$ cat config.mk
export PLATFORM = sky130hd
export DESIGN_NAME = refclk_source_seq
export DESIGN_NICKNAME = d
export VERILOG_FILES = /design/src/rtl/refclk_seq_pkg.sv /design/src/rtl/seq_delay_timer.sv /design/src/rtl/seq_alive_sync.sv /design/src/rtl/seq_clk_enable_sel.sv /design/src/rtl/refclk_source_seq.sv
export SDC_FILE = /design/constraint.sdc
export NUM_CORES = 1
export LEC_CHECK = 0
export ABC_AREA = 1
export BUFFER_PORTS_ARGS = -buffer_cell sky130_fd_sc_hd__buf_2
export CELL_PAD_IN_SITES_DETAIL_PLACEMENT = 0
export CELL_PAD_IN_SITES_GLOBAL_PLACEMENT = 1
export CORE_MARGIN = 4
export CORE_UTILIZATION = 41
export DETAILED_ROUTE_END_ITERATION = 7
export GPL_ROUTABILITY_DRIVEN = 0
export HOLD_SLACK_MARGIN = 0.1
export PLACE_DENSITY = 0.77
export SLEW_MARGIN = 30
export SYNTH_ARGS = -nofsm -noshare
export SYNTH_HDL_FRONTEND = slang
export SYNTH_SLANG_ARGS = --single-unit
$ cat constraint.sdc
create_clock -name clk -period 1.8 [get_ports clk]
set_clock_uncertainty 0.1 [all_clocks]
set_input_delay 0.18 -clock clk [delete_from_list [all_inputs] [get_ports clk]]
set_output_delay 0.18 -clock clk [all_outputs]
set_load 0.02 [all_outputs]
$ cat src/rtl/refclk_seq_pkg.sv
// Shared constants and wait-length helpers for the reference clock sequencer.
// Assumes all waits are counted in reference clock cycles.
package refclk_seq_pkg;

    // Clock source encoding seen on src_sel_o.
    typedef enum logic {
        SRC_XTAL = 1'b0,
        SRC_RC   = 1'b1
    } src_e;

    // Number of independent wait timers.
    localparam int unsigned N_TIMERS  = 2;
    localparam int unsigned T_SETTLE  = 0;
    localparam int unsigned T_RELEASE = 1;

    // Settle wait: base length doubled per code step.
    function automatic int unsigned settle_len(input int unsigned base, input int unsigned code);
        settle_len = base << code;
    endfunction

    // Release wait: linear in code, one step per code value plus one.
    function automatic int unsigned release_len(input int unsigned step, input int unsigned code);
        release_len = step * (code + 1);
    endfunction

endpackage

$ cat src/rtl/seq_delay_timer.sv
// Saturating up-counter that reports when a programmable limit is reached.
// Assumes the limit may change at any time; done tracks cnt >= limit.
module seq_delay_timer #(
    parameter int unsigned CNT_W = 12
) (
    input  logic             clk,
    input  logic             rst_n,
    input  logic             clear,
    input  logic [CNT_W-1:0] limit,
    output logic             done
);

    logic [CNT_W-1:0] cnt;

    // Count up from zero after clear drops; hold once the limit is reached.
    always_ff @(posedge clk) begin
        if (!rst_n || clear) begin
            cnt <= '0;
        end else if (cnt < limit) begin
            cnt <= cnt + 1'b1;
        end
    end

    // Expiry flag for the current limit.
    always_comb begin
        done = (cnt >= limit);
    end

endmodule

$ cat src/rtl/seq_alive_sync.sv
// Synchronizer for the crystal liveness signal, held clear while disarmed.
// Assumes the input is asynchronous to clk; STAGES >= 1.
module seq_alive_sync #(
    parameter int unsigned STAGES = 2
) (
    input  logic clk,
    input  logic rst_n,
    input  logic armed,
    input  logic d_in,
    output logic q_out
);

    logic [STAGES-1:0] sr;

    generate
        if (STAGES == 1) begin : g_single
            // Single-flop capture of the liveness input.
            always_ff @(posedge clk) begin
                if (!rst_n || !armed) sr <= '0;
                else                  sr <= d_in;
            end
        end else begin : g_chain
            // Shift the liveness input through the flop chain.
            always_ff @(posedge clk) begin
                if (!rst_n || !armed) sr <= '0;
                else                  sr <= {sr[STAGES-2:0], d_in};
            end
        end
    endgenerate

    // Detector result, forced low while disarmed.
    always_comb begin
        q_out = armed & sr[STAGES-1];
    end

endmodule

$ cat src/rtl/seq_clk_enable_sel.sv
// Chooses the downstream clock enable from the selected source.
// Assumes the crystal release flag is already qualified by power state.
module seq_clk_enable_sel
    import refclk_seq_pkg::*;
(
    input  src_e src,
    input  logic xtal_released,
    input  logic bypass,
    input  logic rc_on,
    output logic clk_en
);

    // Route the enable of the chosen source.
    always_comb begin
        unique case (src)
            SRC_RC:   clk_en = rc_on;
            default:  clk_en = bypass | xtal_released;
        endcase
    end

endmodule

$ cat src/rtl/refclk_source_seq.sv
// Reference clock source sequencer: crystal power-up waits, gate release,
// source choice and status. Assumes control inputs are synchronous to clk
// except xtal_alive_i, which is synchronized here.
module refclk_source_seq
    import refclk_seq_pkg::*;
#(
    parameter int unsigned SETTLE_BASE = 256,
    parameter int unsigned GATE_STEP   = 16,
    parameter int unsigned SYNC_STAGES = 2
) (
    input  logic       clk,
    input  logic       rst_n,
    input  logic       pwr_down_i,
    input  logic       gate_en_i,
    input  logic       okdet_en_i,
    input  logic       gate_bypass_i,
    input  logic [1:0] settle_code_i,
    input  logic [2:0] release_code_i,
    input  logic       src_rc_i,
    input  logic       rc_on_i,
    input  logic       xtal_alive_i,
    output logic       xo_pwr_en_o,
    output logic       xo_gate_o,
    output logic       okdet_arm_o,
    output logic       rc_pwr_en_o,
    output logic       clk_en_o,
    output logic       src_sel_o,
    output logic       ready_stat_o,
    output logic       xtal_ok_o
);

    localparam int unsigned MAX_SETTLE  = SETTLE_BASE << 3;
    localparam int unsigned MAX_RELEASE = GATE_STEP * 8;
    localparam int unsigned MAX_WAIT    = (MAX_SETTLE > MAX_RELEASE) ? MAX_SETTLE : MAX_RELEASE;
    localparam int unsigned CNT_W       = $clog2(MAX_WAIT + 1);

    logic [N_TIMERS-1:0][CNT_W-1:0] limits;
    logic [N_TIMERS-1:0]            expired;
    logic                           powered;
    logic                           armed;
    logic                           released;
    src_e                           src;

    // Power state and wait limits decoded from the codes.
    always_comb begin
        powered             = ~pwr_down_i;
        armed               = okdet_en_i & powered;
        limits[T_SETTLE]    = CNT_W'(settle_len(SETTLE_BASE, int'(settle_code_i)));
        limits[T_RELEASE]   = CNT_W'(release_len(GATE_STEP, int'(release_code_i)));
        src                 = src_e'(src_rc_i);
    end

    generate
        for (genvar t = 0; t < N_TIMERS; t++) begin : g_timer
            seq_delay_timer #(.CNT_W(CNT_W)) u_timer (
                .clk   (clk),
                .rst_n (rst_n),
                .clear (pwr_down_i),
                .limit (limits[t]),
                .done  (expired[t])
            );
        end
    endgenerate

    seq_alive_sync #(.STAGES(SYNC_STAGES)) u_sync (
        .clk   (clk),
        .rst_n (rst_n),
        .armed (armed),
        .d_in  (xtal_alive_i),
        .q_out (xtal_ok_o)
    );

    // Release flag qualified by the crystal being powered.
    always_comb begin
        released = expired[T_RELEASE] & powered;
    end

    seq_clk_enable_sel u_sel (
        .src           (src),
        .xtal_released (released),
        .bypass        (gate_bypass_i),
        .rc_on         (rc_on_i),
        .clk_en        (clk_en_o)
    );

    // Analog strobes and status outputs.
    always_comb begin
        xo_pwr_en_o  = powered;
        xo_gate_o    = gate_en_i & powered;
        okdet_arm_o  = armed;
        rc_pwr_en_o  = rc_on_i;
        src_sel_o    = src_rc_i;
        ready_stat_o = expired[T_SETTLE] & powered;
    end

endmodule

[Word level (Yosys, flattened, before mapping)]
Cells that the tools add are included.
Operators by class
  add/sub/neg operators: 3
  order comparisons: 4
  shift operators: 1
  mux-type cells: 1
  bitwise logic cells: 7
  reduce and logical (&&, ||, !) cells: 4
Operators with widths (count)
  adder 12 x 1 -> 12 bit, second input constant: 2
  greater-or-equal comparator 12 bit: 1
  greater-or-equal comparator 12 x 8 -> 1 bit: 1
  less-than comparator 12 bit: 1
  less-than comparator 12 x 8 -> 1 bit: 1
  left shift 9 x 2 -> 12 bit, first input constant: 1
  bitwise AND 1 bit: 5
  adder 3 x 1 -> 4 bit, second input constant: 1
  zero test 1 bit: 2
  logical OR 1 bit: 2
  two-way mux 1 bit: 1
  NOT 1 bit: 1
  OR 1 bit: 1
Storage, ports and cells
  register bits after elaboration: 26
  input bits: 14
  output and inout port bits: 8

[Longest topological paths before layout]
Gate-level depths: netlist (run 1).
  depth in word-level cells: 5
  mapped depth: 11
  depth with buffers taken out: 11

[By module]
A second synthesis (run 1) with hierarchy kept.
Unflattened totals
  cell total of the unflattened synthesis: 374
  area, all modules: 2363.5 sq um
By module, submodules not included
  seq_delay_timer (g_timer[1].u_timer): instances 1, cells an instance 169, area an instance 1089.8 sq um, seq. area each 240.2 sq um
  seq_delay_timer (g_timer[0].u_timer): instances 1, cells an instance 164, area an instance 1069.8 sq um, seq. area each 240.2 sq um
  refclk_source_seq: instances 1, cells an instance 28, area an instance 121.4 sq um, seq. area each 0.0 sq um
  seq_alive_sync: instances 1, cells an instance 9, area an instance 66.3 sq um, seq. area each 40.0 sq um
  seq_clk_enable_sel: instances 1, cells an instance 4, area an instance 16.3 sq um, seq. area each 0.0 sq um

[Worst setup path after synthesis (run 1)]
Ideal clock, no wire load.
  path type: in2out
  start: input release_code_i[0]
  end: output clk_en_o
  arrival time: 1425 ps
  path slack: 95 ps
  cell stages on the path: 9
  buffers on the path: 0
  cells stage by stage: ha_1 > xnor2_1 > ha_1 > nand2_1 > nor2_1 > nand3_1 > nand3_1 > nand2_1 > a21oi_1
On the way
  longest elaborated chain between the ends: 5
Ends and longest elaborated chain
  from (decl): RTL line refclk_source_seq.sv:18  | input logic [2:0] release_code_i,
  adder 3 x 1 -> 4 bit: RTL line refclk_seq_pkg.sv:23  | release_len = step * (code + 1);
  greater-or-equal comparator 12 x 8 -> 1 bit: RTL line seq_delay_timer.sv:26  | done = (cnt >= limit);
  bitwise AND 1 bit: RTL line refclk_source_seq.sv:75  | released = expired[T_RELEASE] & powered;
  OR 1 bit: RTL line seq_clk_enable_sel.sv:17  | default: clk_en = bypass | xtal_released;
  two-way mux 1 bit: RTL line seq_clk_enable_sel.sv:15  | unique case (src)
  to (decl): RTL line refclk_source_seq.sv:26  | output logic clk_en_o,
No other way between the ends.

[Worst setup path after layout (run 1)]
  start: register g_timer[1].u_timer.cnt[6]
  end: output clk_en_o
On the way
  longest elaborated chain between the ends: 4
Ends and longest elaborated chain
  from (decl): RTL line seq_delay_timer.sv:13  | logic [CNT_W-1:0] cnt;
  from (signal assigned): RTL line seq_delay_timer.sv:20  | cnt <= cnt + 1'b1;
  greater-or-equal comparator 12 x 8 -> 1 bit: RTL line seq_delay_timer.sv:26
  bitwise AND 1 bit: RTL line refclk_source_seq.sv:75
  OR 1 bit: RTL line seq_clk_enable_sel.sv:17
  two-way mux 1 bit: RTL line seq_clk_enable_sel.sv:15
No other way between the ends.

==> results of run 1 <==
## flip-flops by register name (all words and copies together), names as in the netlist
signal and count:
g_timer.u_timer.cnt 24, u_sync.sr 2
## per-layer routing
| layer | up-vias | part of all wire | track usage |
|---|---|---|---|
| met4 | 0 | 0.013 | 0.0501 |
| met5 | - | 0 | 0 |
| met1 | 653 | 0.52 | 0.204 |
| li1 | 840 | - | - |
| met3 | 5 | 0.048 | 0.0346 |
| met2 | 26 | 0.42 | 0.217 |
## final cells by class
| class | count | share of cell area |
|---|---|---|
| well taps | 48 | 0.0272 |
| clock inverters | 1 | 0.0136 |
| multi-input cells | 174 | 0.505 |
| clock buffers | 3 | 0.0187 |
| repair buffers | 40 | 0.121 |
| inverters | 42 | 0.0721 |
| flip-flops and latches | 26 | 0.242 |
## layout by cell type, fill, tap and decap left out
master	synthesis	final
nand2_1	64	57
ha_4	0	7
nor2_4	2	2
inv_2	3	6
xnor2_2	0	1
dfxtp_1	26	19
nor3_1	1	1
dlygate4sd3_1	0	3
nand3_4	1	1
xnor2_1	2	1
nor2_1	28	27
nand2_2	4	10
ha_1	13	5
a21oi_1	13	10
clkinv_2	1	1
a21oi_2	4	7
nor3b_1	2	2
and3_1	1	1
o21ai_0	3	3
clkinv_1	1	1
or2_0	1	1
nor2_2	6	7
xor2_1	9	9
ha_2	0	1
clkbuf_8	0	3
buf_2	1	19
buf_4	2	16
dfxtp_4	0	2
inv_1	37	34
bufinv_16	0	1
dfxtp_2	0	5
nand3_1	6	6
o21ai_1	4	4
buf_6	0	2
nand3_2	3	3
nand4_1	7	7
nand2_4	0	1
## kinds of logic after synthesis
group           Yosys count
flops                    26
xor+xnor                 11
buf+inv                  45
simple gates            126
compound gates           24
fa+ha+maj                13
## power groups by stage
stage	clock [mW]	sequential [mW]	combinational, mW
6_report	0.500	0.586	0.195
5_1_grt	0.537	0.587	0.215
4_1_cts	0.514	0.589	0.176
3_5_place_dp	0	0.602	0.152
3_3_place_gp	0	0.602	0.151
2_1_floorplan	0	0.601	0.0960
## worst min-delay path, cell delays in order
cell and delay [ps]:
buf_2 90, nand2_1 110, inv_2 110, nand2_1 80, inv_1 30
## stage by stage
stage | TNS (ps) | cell area (um2) | hold slack (ps) | utilization
after CTS | -51.9 | 2110 | 254 | 0.554
after floorplan | 0 | 1680 | 242 | -
after global placement | -10.4 | 1910 | 321 | 0.502
after global routing | -183 | 2200 | 284 | 0.580
after detailed placement | -132 | 1910 | 330 | 0.502
final | -20.2 | 2200 | 250 | 0.580
## worst paths after layout
check                                     to  slack, ps                       from  cells past startpoint
setup / recovery                    clk_en_o        -20  g_timer[1].u_timer.cnt[6]                      8
hold reg to reg    g_timer[1].u_timer.cnt[9]        340  g_timer[1].u_timer.cnt[9]                      2
hold / removal     g_timer[1].u_timer.cnt[8]        250                      rst_n                      5
setup reg to reg  g_timer[0].u_timer.cnt[11]        120  g_timer[0].u_timer.cnt[8]                     11
## repair_timing
action                                 4_1_cts  5_1_grt
gates resized for setup                     14       23
buffers inserted                             3        2
endpoints found under the hold margin        2        0
setup endpoints to repair                    2        4
pin swaps                                    9       11
hold buffers                                 3        0
==> metrics, run 1 <==
outcome=complete, but fails checks; failing checks=negative setup slack; simple logic cell fraction of the synthesized area=0.348; worst path bufs/invs=1; CP required=1520 ps; part of the power in registers=0.457; synth unique cells=27; final setup margin=-20.2 ps; initial antenna violation count=0; final std cells w/o fill=334; CORE AREA=3800 um2; worst-margin pin slew=238 ps; post-synthesis compound-gate area fraction=0.0805; Syn Inst Count=245; Die ar.=5180 um2; Post-route DRC=0; share of the synthesized area in the top cell type=0.310; DRT antenna net count=0; placed cell count=322; CTS Buf Count=3; first drt pass iteration count=4; most frequent cell after synthesis=nand2_1; clock network power share=0.391; maxcap violations=0; final net count=314; fin crit period=1820 ps; io pins=22; layout cell share with drive strength beyond 1=0.332; largest net degree at the start of global routing=16; Worst VDD drop=0.000732 V; Avg Vias per Cell=4.56; Sequential Area=534 um2; dominant cells by area after synthesis=dfxtp_1 31%, nand2_1 14%, ha_1 9.7%, inv_1 8.3%, nor2_1 6.3%; Seq/Total Area, Yosys=0.310; P_leak=1.01 nW; Initial Util=0.442; WS Path Type=flop to primary output; Vert. Die Dim=72.0 um; DRC violation total after the first TritonRoute iteration=52; post-synthesis mux area share=0; CTS root buffer=clkbuf_8; Most common cell on crit path=nand3_1; CP arrival=1540 ps; final WL=3620 um; clock latency on the worst-skew pair=280 ps; P_sw=322 uW; Clk pin slew, worst setup/hold paths=100 ps; antenna cell count=0; Switching Fraction=0.252; maximum clock frequency=549 MHz; Comb pwr share=0.152; Setup-failing EPs final=1; maximum root-to-sink buffer count=2; Post-Synth XOR/XNOR Area=0.0574; Async SR Flop Fraction=0; CP Launch Type=flop; Synth area leader=dfxtp_1; CP Capture Type=primary output; CTS tree=built; Max-slew headroom=0.841; row count=22; synthesized area=1680 um2; critical path's slowest cell=dfxtp_2; cell family with most CP delay=simple AND/OR/NAND/NOR gates; Total Power=1.28 mW; register bit count reported by yosys=26; Layout fillers=371; cell internal pwr=959 uW; adder-cell area share of the yosys netlist=0.0969; PD cells=581 nW/um2; largest family of logic cells by synthesized area=simple AND/OR/NAND/NOR gates; Post-synth EDFFs=0; Tcrit/Tclk final=1.01; number of global-route vias before repair=1,350; first-pass GRT wire length=6050 um; Multi-input gate area=1110 um2; wire length per cell after detailed routing=10.8 um; Port Buffers=21; gr usage total=0.145; Setup WS pre-CTS=-37.3 ps; ys flop type=dfxtp_1; Worst Path Max Fanout=2; RSZ-0062 raised after global routing=yes; critical path, cell by cell=ha_4 > nand2_2 > nor2_1 > nand3_1 > nand3_1 > nand2_1 > a21oi_2 > buf_6; synth warn=0; global route overflow=0; Vias=1,524; Synth top cells by count=64 x nand2_1, 37 x inv_1, 28 x nor2_1; Hold Fails Final Rpt=0; TritonCTS Sinks=26; Die Span X=72.0 um; min-delay worst type=input port to flop; slowest stage delay, CP=350 ps; DPL Wire Length=2590 um; H-tree Lvls=1; Area Overhead vs Synth=31.4%; synthesized net count=272; Mean Syn Cell Area=6.85 um2; max-slew violation count=0
(Power assumes the default switching activity.)
==> run 2: changes to the inputs <==
Settings changed: PLACE_DENSITY 0.77 to 0.88.
==> run 2 against run 1 <==
Against the previous run: the run still ends with negative setup slack left; cell count shrank 1.8%; wire length shrank 5.4%; die area is the same; count of clock-buffer cells in the layout is the same; worst setup slack gained 17 ps; register-to-register slack gained 100 ps; critical path depth is the same; non-clock buffer count shrank 6; hold slack lost 84 ps; power shrank 1.9%; utilization shrank 2.2 points; sequential power is essentially flat.
==> metrics, run 2 (same netlist as run 1, synthesis figures left out) <==
Port Buffers=21; P_sw=312 uW; PD cells=592 nW/um2; final net count=308; max FFs per register=24; reg2reg end=g_timer[0].u_timer.cnt[8]; commonest non-fill, non-tap cell in the layout=nand2_1; Max-slew headroom=0.845; CTS Buf Count=3; largest net degree at the start of global routing=16; outcome=complete, but fails checks; Worst Path Max Fanout=2; cell internal pwr=944 uW; Comb pwr share=0.136; maximum root-to-sink buffer count=2; area post-placement=1870 um2; max-slew violation count=0; clock latency on the worst-skew pair=280 ps; fin crit period=1800 ps; Sequential Area=537 um2; Hold Fails Final Rpt=0; Initial Util=0.442; failing checks=negative setup slack; final setup margin=-3.27 ps; Tcrit/Tclk final=1.00; Most flops, register=g_timer.u_timer.cnt; Multi-input gate area=1080 um2; H-tree Lvls=1; row count=22; Switching Fraction=0.248; first-pass GRT wire length=5930 um; crit path from=g_timer[1].u_timer.cnt[7]; flop-to-flop setup slack=220 ps; initial antenna violation count=0; min-delay worst type=input port to flop; Die ar.=5180 um2; clock network power share=0.399; Clk pin slew, worst setup/hold paths=100 ps; R2R cell count=8; RSZ-0062 raised after global routing=yes; io pins=22; P_leak=0.972 nW; gr usage total=0.139; Vias=1,510; global route overflow=0; Setup-failing EPs final=1; Area Overhead vs Synth=26.5%; Vert. Die Dim=72.0 um; most frequent cells in the layout=60 x nand2_1, 35 x inv_1, 27 x nor2_1; Worst VDD drop=0.000325 V; TritonCTS Sinks=26; Finished Cell Area=2120 um2; wire length per cell after detailed routing=10.4 um; layout cell share with drive strength beyond 1=0.296; Total Power=1.26 mW; worst-margin pin slew=232 ps; part of the power in registers=0.465; CTS root buffer=clkbuf_8; Die Span X=72.0 um; CP required=1520 ps; maximum clock frequency=555 MHz; CP Capture Type=primary output; DPL Wire Length=2480 um; WS Path Type=flop to primary output; Largest regs=g_timer.u_timer.cnt x24, u_sync.sr x2; Avg Vias per Cell=4.60; utilization after layout=0.559; CORE AREA=3800 um2; Layout fillers=372; DRT antenna net count=0; antenna cell count=0; Post-route DRC=0; crit path to=clk_en_o; CTS tree=built; maxcap violations=0; final WL=3420 um; CP Launch Type=flop; CP arrival=1520 ps; Worst R2R Start=g_timer[0].u_timer.cnt[9]; number of global-route vias before repair=1,431; DRC violation total after the first TritonRoute iteration=64; Setup TNS=-3.27 ps; first drt pass iteration count=4
==> run 2: cell count changes in the layout (fill, tap and decap cells not counted), moves of 2 or more <==
| cell | before | now |
|---|---|---|
| nand2_2 | 10 | 8 |
| buf_6 | 2 | 0 |
| nand2_1 | 57 | 60 |
| buf_4 | 16 | 12 |
==> run 2: worst min-delay path by stage <==
stage / to / cells past startpoint / startpoint / slack [ps]
2_1_floorplan: u_sync.sr[0] / 2 / okdet_en_i / 240
3_3_place_gp: g_timer[1].u_timer.cnt[10] / 2 / g_timer[1].u_timer.cnt[10] / 320
3_5_place_dp: g_timer[1].u_timer.cnt[10] / 2 / g_timer[1].u_timer.cnt[10] / 320
4_1_cts: g_timer[1].u_timer.cnt[11] / 3 / rst_n / 150
5_1_grt: g_timer[1].u_timer.cnt[10] / 3 / rst_n / 220
6_report: g_timer[1].u_timer.cnt[10] / 3 / rst_n / 170
==> run 2: through the flow <==
stage | hold WS, ps | cells | setup slack, ps
2_1_floorplan | 242 | 245 | 95.0
3_3_place_gp | 324 | 317 | -76.8
3_5_place_dp | 321 | 317 | -53.7
4_1_cts | 153 | 327 | -45.9
5_1_grt | 217 | 328 | -108
6_report | 166 | 328 | -3.27
==> run 2: layout make-up <==
class                           instances  share of cell area
Clock buffer                            3              0.0195
Clock inverter                          1              0.0142
Inverter                               42              0.0749
Multi-Input combinational cell        174               0.509
Sequential cell                        26               0.253
Tap cell                               48              0.0283
Timing Repair Buffer                   34               0.101
==> run 2: critical path: stages (launching register included) <==
cell and delay (ps):
dfxtp_4 370, ha_4 260, nand2_2 50, nor2_1 90, nand3_1 70, nand3_1 80
nand2_1 70, a21oi_2 110, buf_4 150
==> run 2: timing repair <==
action | CTS | global route
pin swaps | 9 | 11
hold buffers | 3 | 0
setup endpoints to repair | 2 | 2
endpoints found under the hold margin | 2 | 0
resized for setup | 16 | 13
setup buffers | 3 | 1
==> run 2: per-layer routing <==
metal	share of wire	global-route usage	wire (um)	vias up
met5	0	0	0	-
met2	0.47	0.239	1620	18
li1	-	-	-	829
met4	0.015	0.0501	53	0
met3	0.030	0.0166	103	6
met1	0.48	0.179	1650	657
==> run 2: power by group through the flow <==
stage / registers [mW] / logic, mW / clock network, mW
6_report: 0.584 / 0.171 / 0.501
5_1_grt: 0.586 / 0.195 / 0.526
4_1_cts: 0.588 / 0.166 / 0.510
3_5_place_dp: 0.603 / 0.144 / 0
3_3_place_gp: 0.602 / 0.143 / 0
2_1_floorplan: 0.601 / 0.0960 / 0
==> run 3: changes to the inputs <==
Settings changed: CELL_PAD_IN_SITES_DETAIL_PLACEMENT 0 to 1, CELL_PAD_IN_SITES_GLOBAL_PLACEMENT 1 to 2, CORE_UTILIZATION 41 to 31, PLACE_DENSITY 0.88 to 0.86.
==> run 3 against run 2 <==
Against the previous run: the run still ends with negative setup slack left; design area rose by 5.9%; largest power group unchanged; maximum frequency fell by 4.1%; largest cell class unchanged; utilization fell by 12 points; combinational power rose by 15%; first-iteration DRC count fell by 23%.
==> metrics, run 3 (same netlist as run 1, synthesis figures left out) <==
outcome=complete, but fails checks; failing checks=negative setup slack; PD cells=569 nW/um2; RSZ-0062 raised after global routing=yes; row count=26; first drt pass iteration count=4; critical path's slowest cell=ha_2; CTS tree=built; Setup TNS=-79.6 ps; Setup-failing EPs final=1; DRC violation total after the first TritonRoute iteration=49; DPL Wire Length=3050 um; Switching Fraction=0.249; initial antenna violation count=0; part of the power in registers=0.459; DRT antenna net count=0; max FFs per register=24; area post-placement=1930 um2; slowest stage delay, CP=310 ps; Area Overhead vs Synth=33.9%; final setup margin=-79.6 ps; TritonCTS Sinks=26; number of global-route vias before repair=1,609; Largest regs=g_timer.u_timer.cnt x24, u_sync.sr x2; maximum root-to-sink buffer count=2; first-pass GRT wire length=7010 um; maxcap violations=0; cell family with most CP delay=adder cells; clock latency on the worst-skew pair=270 ps; final WL=4160 um; Port Buffers=21; largest net degree at the start of global routing=16; met3 routed WL=210 um; Vert. Die Dim=81.6 um; worst-margin pin slew=412 ps; Avg Vias per Cell=4.48; Worst VDD drop=0.000350 V; CP Capture Type=primary output; H-tree Lvls=1; worst path bufs/invs=4; wire length per cell after detailed routing=11.7 um; Clk pin slew, worst setup/hold paths=100 ps; utilization after layout=0.434; WS Path Type=input port to primary output; max layer used=met4; Most flops, register=g_timer.u_timer.cnt; final net count=313; io pins=22; routed wl met2=2070 um; antenna cell count=0; CP Launch Type=input port; fin crit period=1880 ps; CTS Buf Count=3; min-delay worst type=input port to flop; Max-slew headroom=0.725; met1 WL=1850 um; Die ar.=6650 um2; layout cell share with drive strength beyond 1=0.340; Comb pwr share=0.155; CP arrival=1600 ps; clock network power share=0.387; cell internal pwr=959 uW; Tcrit/Tclk final=1.04; commonest non-fill, non-tap cell in the layout=nand2_1; Worst Path Max Fanout=2; Total Power=1.28 mW; Vias=1,590; CTS root buffer=clkbuf_8; Die Span X=81.6 um; maximum clock frequency=532 MHz; Most common cell on crit path=inv_1; P_leak=1.01 nW; most frequent cells in the layout=57 x nand2_1, 35 x inv_1, 27 x nor2_1; max-slew violation count=0; global route overflow=0; Hold Fails Final Rpt=0; WHS=290 ps; gr usage total=0.132; P_sw=319 uW; CP required=1520 ps; CORE AREA=5170 um2; Initial Util=0.324; critical path, cell by cell=buf_2 > ha_2 > inv_1 > ha_4 > inv_1 > nor2_1 > o21ai_2 > nand3_2 > nand2_2 > a21oi_2 > buf_6; Finished Cell Area=2250 um2; Post-route DRC=0
[run 3: power groups by stage]
stage	Clock [mW]	Combinational (mW)	Sequential [mW]
3_5_place_dp	0	0.155	0.603
5_1_grt	0.530	0.224	0.588
6_report	0.494	0.197	0.586
4_1_cts	0.517	0.178	0.589
2_1_floorplan	0	0.0960	0.601
3_3_place_gp	0	0.152	0.602
[run 3: repair_timing]
action / 4_1_cts / 5_1_grt
endpoints found under the setup margin: 2 / 9
gates resized for setup: 15 / 24
hold buffers: 3 / 0
buffers inserted: 2 / 2
pin swaps: 3 / 14
endpoints found under the hold margin: 2 / 0
[run 3: per-stage QoR]
| step | std cells | worst slack, ps |
|---|---|---|
| 2_1_floorplan | 245 | 95.0 |
| 4_1_cts | 353 | -54.6 |
| 6_report | 355 | -79.6 |
| 3_3_place_gp | 344 | -38.4 |
| 5_1_grt | 355 | -197 |
| 3_5_place_dp | 344 | -60.2 |
[run 3: area by class of cell]
class	count	area, um2
Fill cell	662	2930
Inverter	42	159
Sequential cell	26	534
Timing Repair Buffer	39	256
Multi-Input combinational cell	174	1140
Clock buffer	3	41.3
Tap cell	70	87.6
Clock inverter	1	30.0
[run 3: path summary, 6_finish.rpt]
check                                           startpoint                    endpoint  slack (ps)  cells past startpoint
worst min register to register  g_timer[1].u_timer.cnt[10]  g_timer[1].u_timer.cnt[10]         340                      2
worst min-delay path                                 rst_n   g_timer[0].u_timer.cnt[4]         290                      3
worst max-delay path                     release_code_i[1]                    clk_en_o         -80                     11
worst max register to register   g_timer[1].u_timer.cnt[5]   g_timer[1].u_timer.cnt[1]         210                      8
[run 3: per-layer routing]
metal  up-vias  GRT usage
met3         4     0.0351
met2        26      0.249
li1        836          -
met1       724      0.153
met4         0     0.0150
met5         -          0
[run 3: tightest hold or removal path, stage by stage]
cell and delay (ps):
buf_2 90, nand2_1 310, a21oi_2 40
